--- config.mk ---
export PLATFORM = sky130hd
export DESIGN_NAME = dual_sd_ctrl
export DESIGN_NICKNAME = d
export VERILOG_FILES = /design/src/rtl/dual_sd_ctrl.sv
export SDC_FILE = /design/constraint.sdc
export NUM_CORES = 1
export LEC_CHECK = 0
export BUFFER_PORTS_ARGS = -buffer_cell sky130_fd_sc_hd__buf_2
export CORE_ASPECT_RATIO = 0.8
export CORE_MARGIN = 3
export CORE_UTILIZATION = 40
export DETAILED_ROUTE_END_ITERATION = 10
export GPL_TIMING_DRIVEN = 0
export SYNTH_ARGS = -nofsm -noshare
export SYNTH_HDL_FRONTEND = slang
export SYNTH_SLANG_ARGS = --single-unit
--- constraint.sdc ---
create_clock -name clk -period 1.54 [get_ports clk]
set_input_delay 0.308 -clock clk [delete_from_list [all_inputs] [get_ports clk]]
set_output_delay 0.308 -clock clk [all_outputs]
set_load 0.02 [all_outputs]
--- src/rtl/dual_sd_ctrl.sv ---
module dual_sd_ctrl #(
  parameter int CLK_HZ   = 50_000_000,
  parameter int LONG_US  = 400,
  parameter int SHORT_US = 160
) (
  input  logic       clk,
  input  logic       rst_n,
  input  logic       sd_a_stb,
  input  logic       sd_b_stb,
  input  logic       sd_both_stb,
  input  logic       full_pd_stb,
  input  logic       load_sel_a,
  input  logic       load_sel_b,
  input  logic       upd_a_stb,
  input  logic       upd_b_stb,
  input  logic       lockout_n,
  output logic [1:0] mode_a,
  output logic [1:0] mode_b,
  output logic       bias_en,
  output logic       settled_a,
  output logic       settled_b
);

  localparam int LONG_CYC  = CLK_HZ / 1000 * LONG_US / 1000;
  localparam int SHORT_CYC = CLK_HZ / 1000 * SHORT_US / 1000;
  localparam int CW        = $clog2(LONG_CYC + 1);
  localparam logic [1:0] M_ACT = 2'b00;
  localparam logic [1:0] M_LO  = 2'b01;
  localparam logic [1:0] M_HI  = 2'b10;

  logic [1:0]    mode_q [2];
  logic [1:0]    mode_d [2];
  logic [CW-1:0] cnt_q  [2];
  logic [CW-1:0] cnt_d  [2];
  logic [1:0]    upd, sd_stb, sel, wake, sd_req;
  logic          bias_q, bias_d, lk_q, force_wake, fpd_ok;

  assign upd    = {upd_b_stb, upd_a_stb};
  assign sd_stb = {sd_b_stb, sd_a_stb};
  assign sel    = {load_sel_b, load_sel_a};
  assign fpd_ok = full_pd_stb & lockout_n;
  assign force_wake = lk_q & ~lockout_n & ((mode_q[0] != M_ACT) | (mode_q[1] != M_ACT));

  always_comb begin
    for (int i = 0; i < 2; i++) begin
      sd_req[i] = lockout_n & (sd_stb[i] | sd_both_stb | full_pd_stb);
      wake[i]   = (mode_q[i] != M_ACT) & (upd[i] | force_wake);
      if (upd[i] | force_wake)  mode_d[i] = M_ACT;
      else if (sd_req[i])       mode_d[i] = sel[i] ? M_HI : M_LO;
      else                      mode_d[i] = mode_q[i];
      if (wake[i])              cnt_d[i] = bias_q ? CW'(SHORT_CYC) : CW'(LONG_CYC);
      else if (cnt_q[i] != '0)  cnt_d[i] = cnt_q[i] - 1'b1;
      else                      cnt_d[i] = cnt_q[i];
    end
    if (|upd | force_wake) bias_d = 1'b1;
    else if (fpd_ok)       bias_d = 1'b0;
    else                   bias_d = bias_q;
  end

  always_ff @(posedge clk or negedge rst_n) begin
    if (!rst_n) begin
      for (int i = 0; i < 2; i++) begin
        mode_q[i] <= M_ACT;
        cnt_q[i]  <= CW'(LONG_CYC);
      end
      bias_q <= 1'b1;
      lk_q   <= 1'b1;
    end else begin
      for (int i = 0; i < 2; i++) begin
        mode_q[i] <= mode_d[i];
        cnt_q[i]  <= cnt_d[i];
      end
      bias_q <= bias_d;
      lk_q   <= lockout_n;
    end
  end

  assign mode_a    = mode_q[0];
  assign mode_b    = mode_q[1];
  assign bias_en   = bias_q;
  assign settled_a = (mode_q[0] == M_ACT) && (cnt_q[0] == '0);
  assign settled_b = (mode_q[1] == M_ACT) && (cnt_q[1] == '0);

  assert_legal_code_R2: assert property (@(posedge clk) disable iff (!rst_n)
    (mode_a != 2'b11) && (mode_b != 2'b11));

  assert_bias_off_all_shut_R3: assert property (@(posedge clk) disable iff (!rst_n)
    !bias_en |-> (mode_a != M_ACT) && (mode_b != M_ACT));

  assert_fpd_clears_bias_R3: assert property (@(posedge clk) disable iff (!rst_n)
    (full_pd_stb && lockout_n && !upd_a_stb && !upd_b_stb && !(lk_q && !lockout_n)) |=> !bias_en);

  assert_wake_restores_bias_R5: assert property (@(posedge clk) disable iff (!rst_n)
    (!bias_en && (upd_a_stb || upd_b_stb)) |=> bias_en);

  assert_lockout_holds_a_R7: assert property (@(posedge clk) disable iff (!rst_n)
    (!lockout_n && mode_a == M_ACT) |=> mode_a == M_ACT);

  assert_lockout_holds_bias_R7: assert property (@(posedge clk) disable iff (!rst_n)
    (!lockout_n && bias_en) |=> bias_en);

  assert_wake_unsettles_R9: assert property (@(posedge clk) disable iff (!rst_n)
    (mode_a != M_ACT && upd_a_stb) |=> !settled_a);

  assert_update_wins_R10: assert property (@(posedge clk) disable iff (!rst_n)
    upd_b_stb |=> mode_b == M_ACT);

endmodule

==> metrics <==
Hold Buf Count CTS=0; FP Rows=22; Worst VDD drop=around 0.75 mV; Root Buffer=clkbuf_8; via count=1,817; crit path launch type=flip-flop; switch share=about 38%; Final Hold Fails=0; CP Class=flip-flop to output port; max_slew headroom=between 40% and 50%; initial antenna violation count=0; vias in the first global route=about 1.7k; largest net degree at the start of global routing=37; post-synth top area cell=dfrtp_1; status=complete, but fails checks; H-tree depth=2; Congestion Overflow GR=0; final setup fails=30; PortBufs=17; worst r2r src=cnt_q[0]; Reg2Reg Depth=8; Detailed Route Iter0 Violations=75; commonest non-fill, non-tap cell in the layout=buf_4; Crit path required time=around 1.2 ns; cts bufs inserted=5; area grow syn2layout=37.5%; sequential area share after synthesis=a little under half; CTS tree=done; Setup Skew=0.00483 ns; Tmin final=about 2.1 ns; proportion of layout cells with a drive suffix above 1=43.6%; Psw=1.47 mW; CP max FO=4; Fillers=~400; top cells by area, synth=dfrtp_1, dfstp_2, mux2i_1, a21oi_1, nand2_1; P per Cell Area=around 1400 nW/um2; EDFF count, synth=0; Final HPWL DP=roughly 3100 um; HP Class=input pin to async pin; met2 WL=between 2000 and 2500 um; starting density of the core=between 40% and 50%; Metal-1 WL=about 2600 um; worst-skew pair later-pin latency=approximately 0.29 ns; chip width=between 80 and 90 um; violated checks=setup timing; Max Cap Violations=0; Met3 Wirelength=slightly above 300 um; clk sinks=36; Data arrival, critical path=around 1.8 ns; core area=between 4000 and 5000 um2; Via density=about 5.7; Reg power frac=around 41%; Post-Syn Instances=209; Total GRT Usage=approximately 18%; cell chain of the critical path=inv_2 -> ha_4 -> nor3b_4 -> nand4b_1 -> nor4_4 -> buf_4; Mapped Area=slightly above 2000 um2; Area after DPL=between 2000 and 2500 um2; RSZ-0062 raised after global routing=yes; slew at the pin closest to its max-slew limit=roughly 0.83 ns; yosys warns=0; worst path bufs/invs=2; async set or reset register ratio after synthesis=100%; average cell area after synthesis=just under 10 um2; first-pass GRT wire length=8440 um; Top Layer Used=met4; clk slew on worst S/H paths=0.07 ns; count of different cell masters after synthesis=52; CP max stage delay=roughly 0.40 ns; ys flop type=dfrtp_1; Slew Viols, Final=0; Slowest cell on crit path=dfrtp_1; post-DR wirelength/cell=~16 um; reg-to-reg endpoint=cnt_q[5]; post-synth top area share=around 30%; r2r setup slk=-0.34 ns; drt total wl=5180 um; I/O pin count=18; pre-CTS setup slack=-0.666 ns; Crit path max-delay family=simple AND/OR/NAND/NOR gates; Pleak=1.12 nW; die height=69.6 um; Routed Antenna Nets=0; part of the cycle the worst path needs=134%; part of the power in the clock network=18.2%; internal power=around 2.4 mW; maximum clock frequency=between 400 and 500 MHz; CTS max path bufs=2; RD Place Congestion=0.791; FF+latch count, synth=36; Die Area=around 5900 um2; CP Capture Type=output port; Logic pwr share=just over 40%; final setup margin=-0.524 ns; Detailed Routing Iterations Pass 1=5; Ant. Diodes=0; Syn Nets=around 220; post-route DRC violation count=0; commonest non-fill, non-tap cells in the layout=buf_4, dfrtp_1, buf_2; Final nets=roughly 270; Final Cell Area=2780 um2
how the worst max path moves through the flow:
stage	from	to	slack, ns	depth (start not counted)
finish	cnt_q[0]	settled_b	-0.52	6
global route	cnt_q[0]	settled_b	-0.62	6
CTS	cnt_q[0]	settled_b	-0.49	6
detailed placement	cnt_q[15]	settled_a	-0.67	6
global placement	cnt_q[15]	settled_a	-0.69	6
floorplan	cnt_q[15]	settled_a	-0.29	5
kinds of logic (layout without fill, tap and decap cells):
logic type                 Yosys count  count (layout)  share of synthesized area, %
DFF                                 36              36                          45.3
muxes                               12              12                          5.94
buffers and inverters               14              64                          2.85
AOI/OAI and AO/OA                   53              53                          16.7
and+or+nand+nor                     86              86                          25.3
adders and majority gates            2               2                          1.24
xor gates and xnor gates             6               6                          2.60
cells in the mapped netlist (3+ instances only):
cell type  instances
dfrtp_1           24
a21oi_1           15
nand2_1           15
nor2_1            14
dfstp_2           12
mux2i_1           12
o21ai_0           11
nor3_1            10
nand2b_1           9
inv_1              7
nor2b_1            4
nor4_1             4
o22ai_1            4
o31ai_1            4
xor2_1             4
and2_1             3
buf_2              3
clkbuf_1           3
nand3_1            3
nand4_1            3
nand4b_1           3
worst reg2reg max path: cells and delay by family (launching register included):
kind                     cells  cell delay, ns
adder cells (fa/ha/maj)      1            0.14
AND/OR/NAND/NOR              2            0.44
buffers and inverters        3            0.44
flip-flops                   1            0.40
AO/OA/AOI/OAI                2            0.39
per-layer routing:
layer / up-vias / track usage (%)
li1: 872 / -
met1: 876 / 27.5
met2: 55 / 24.0
met3: 14 / 3.80
met4: 0 / 6.33
met5: - / 0
power groups by stage:
stage / Sequential (mW) / Combinational, mW / Clock, mW
2_1_floorplan: 1.51 / 0.847 / 0
3_3_place_gp: 1.57 / 1.05 / 0
3_5_place_dp: 1.57 / 1.06 / 0
4_1_cts: 1.59 / 1.39 / 0.723
5_1_grt: 1.65 / 1.74 / 0.769
6_report: 1.61 / 1.58 / 0.710
through the flow:
stage                     utilization (%)  cells  total power [mW]  setup TNS, ns  hold WS, ns
after floorplan                         -    209              2.36          -1.39       0.0124
after global placement               47.6    286              2.61          -9.32        0.455
after detailed placement             47.6    286              2.63          -9.37        0.456
after CTS                            55.0    309              3.70          -4.90        0.139
after global routing                 58.7    319              4.16          -8.89        0.152
final                                58.7    319              3.90          -6.08        0.114
sequential cells by signal, summed over array words and instances (netlist names):
| register | flops |
|---|---|
| bias_en | 1 |
| cnt_q | 30 |
| lk_q | 1 |
| mode_a | 2 |
| mode_b | 2 |
what timing repair did:
item | 4_1_cts | 5_1_grt
hold endpoints to repair | 0 | 0
pin swaps | 13 | 19
buffers inserted | 18 | 13
endpoints found under the setup margin | 32 | 33
gates resized for setup | 39 | 25
cell type report:
class                      count  area (um2)  area share, %
clock buffer                   8        90.1           3.24
sequential                    36         922           33.2
inverter                       7        26.3          0.946
timing repair buffer          44         319           11.5
tap                           60        75.1           2.70
buffer                         5        32.5           1.17
multi-input combinational    159        1310           47.3
No activity file was read; power rests on OpenSTA's default activity.
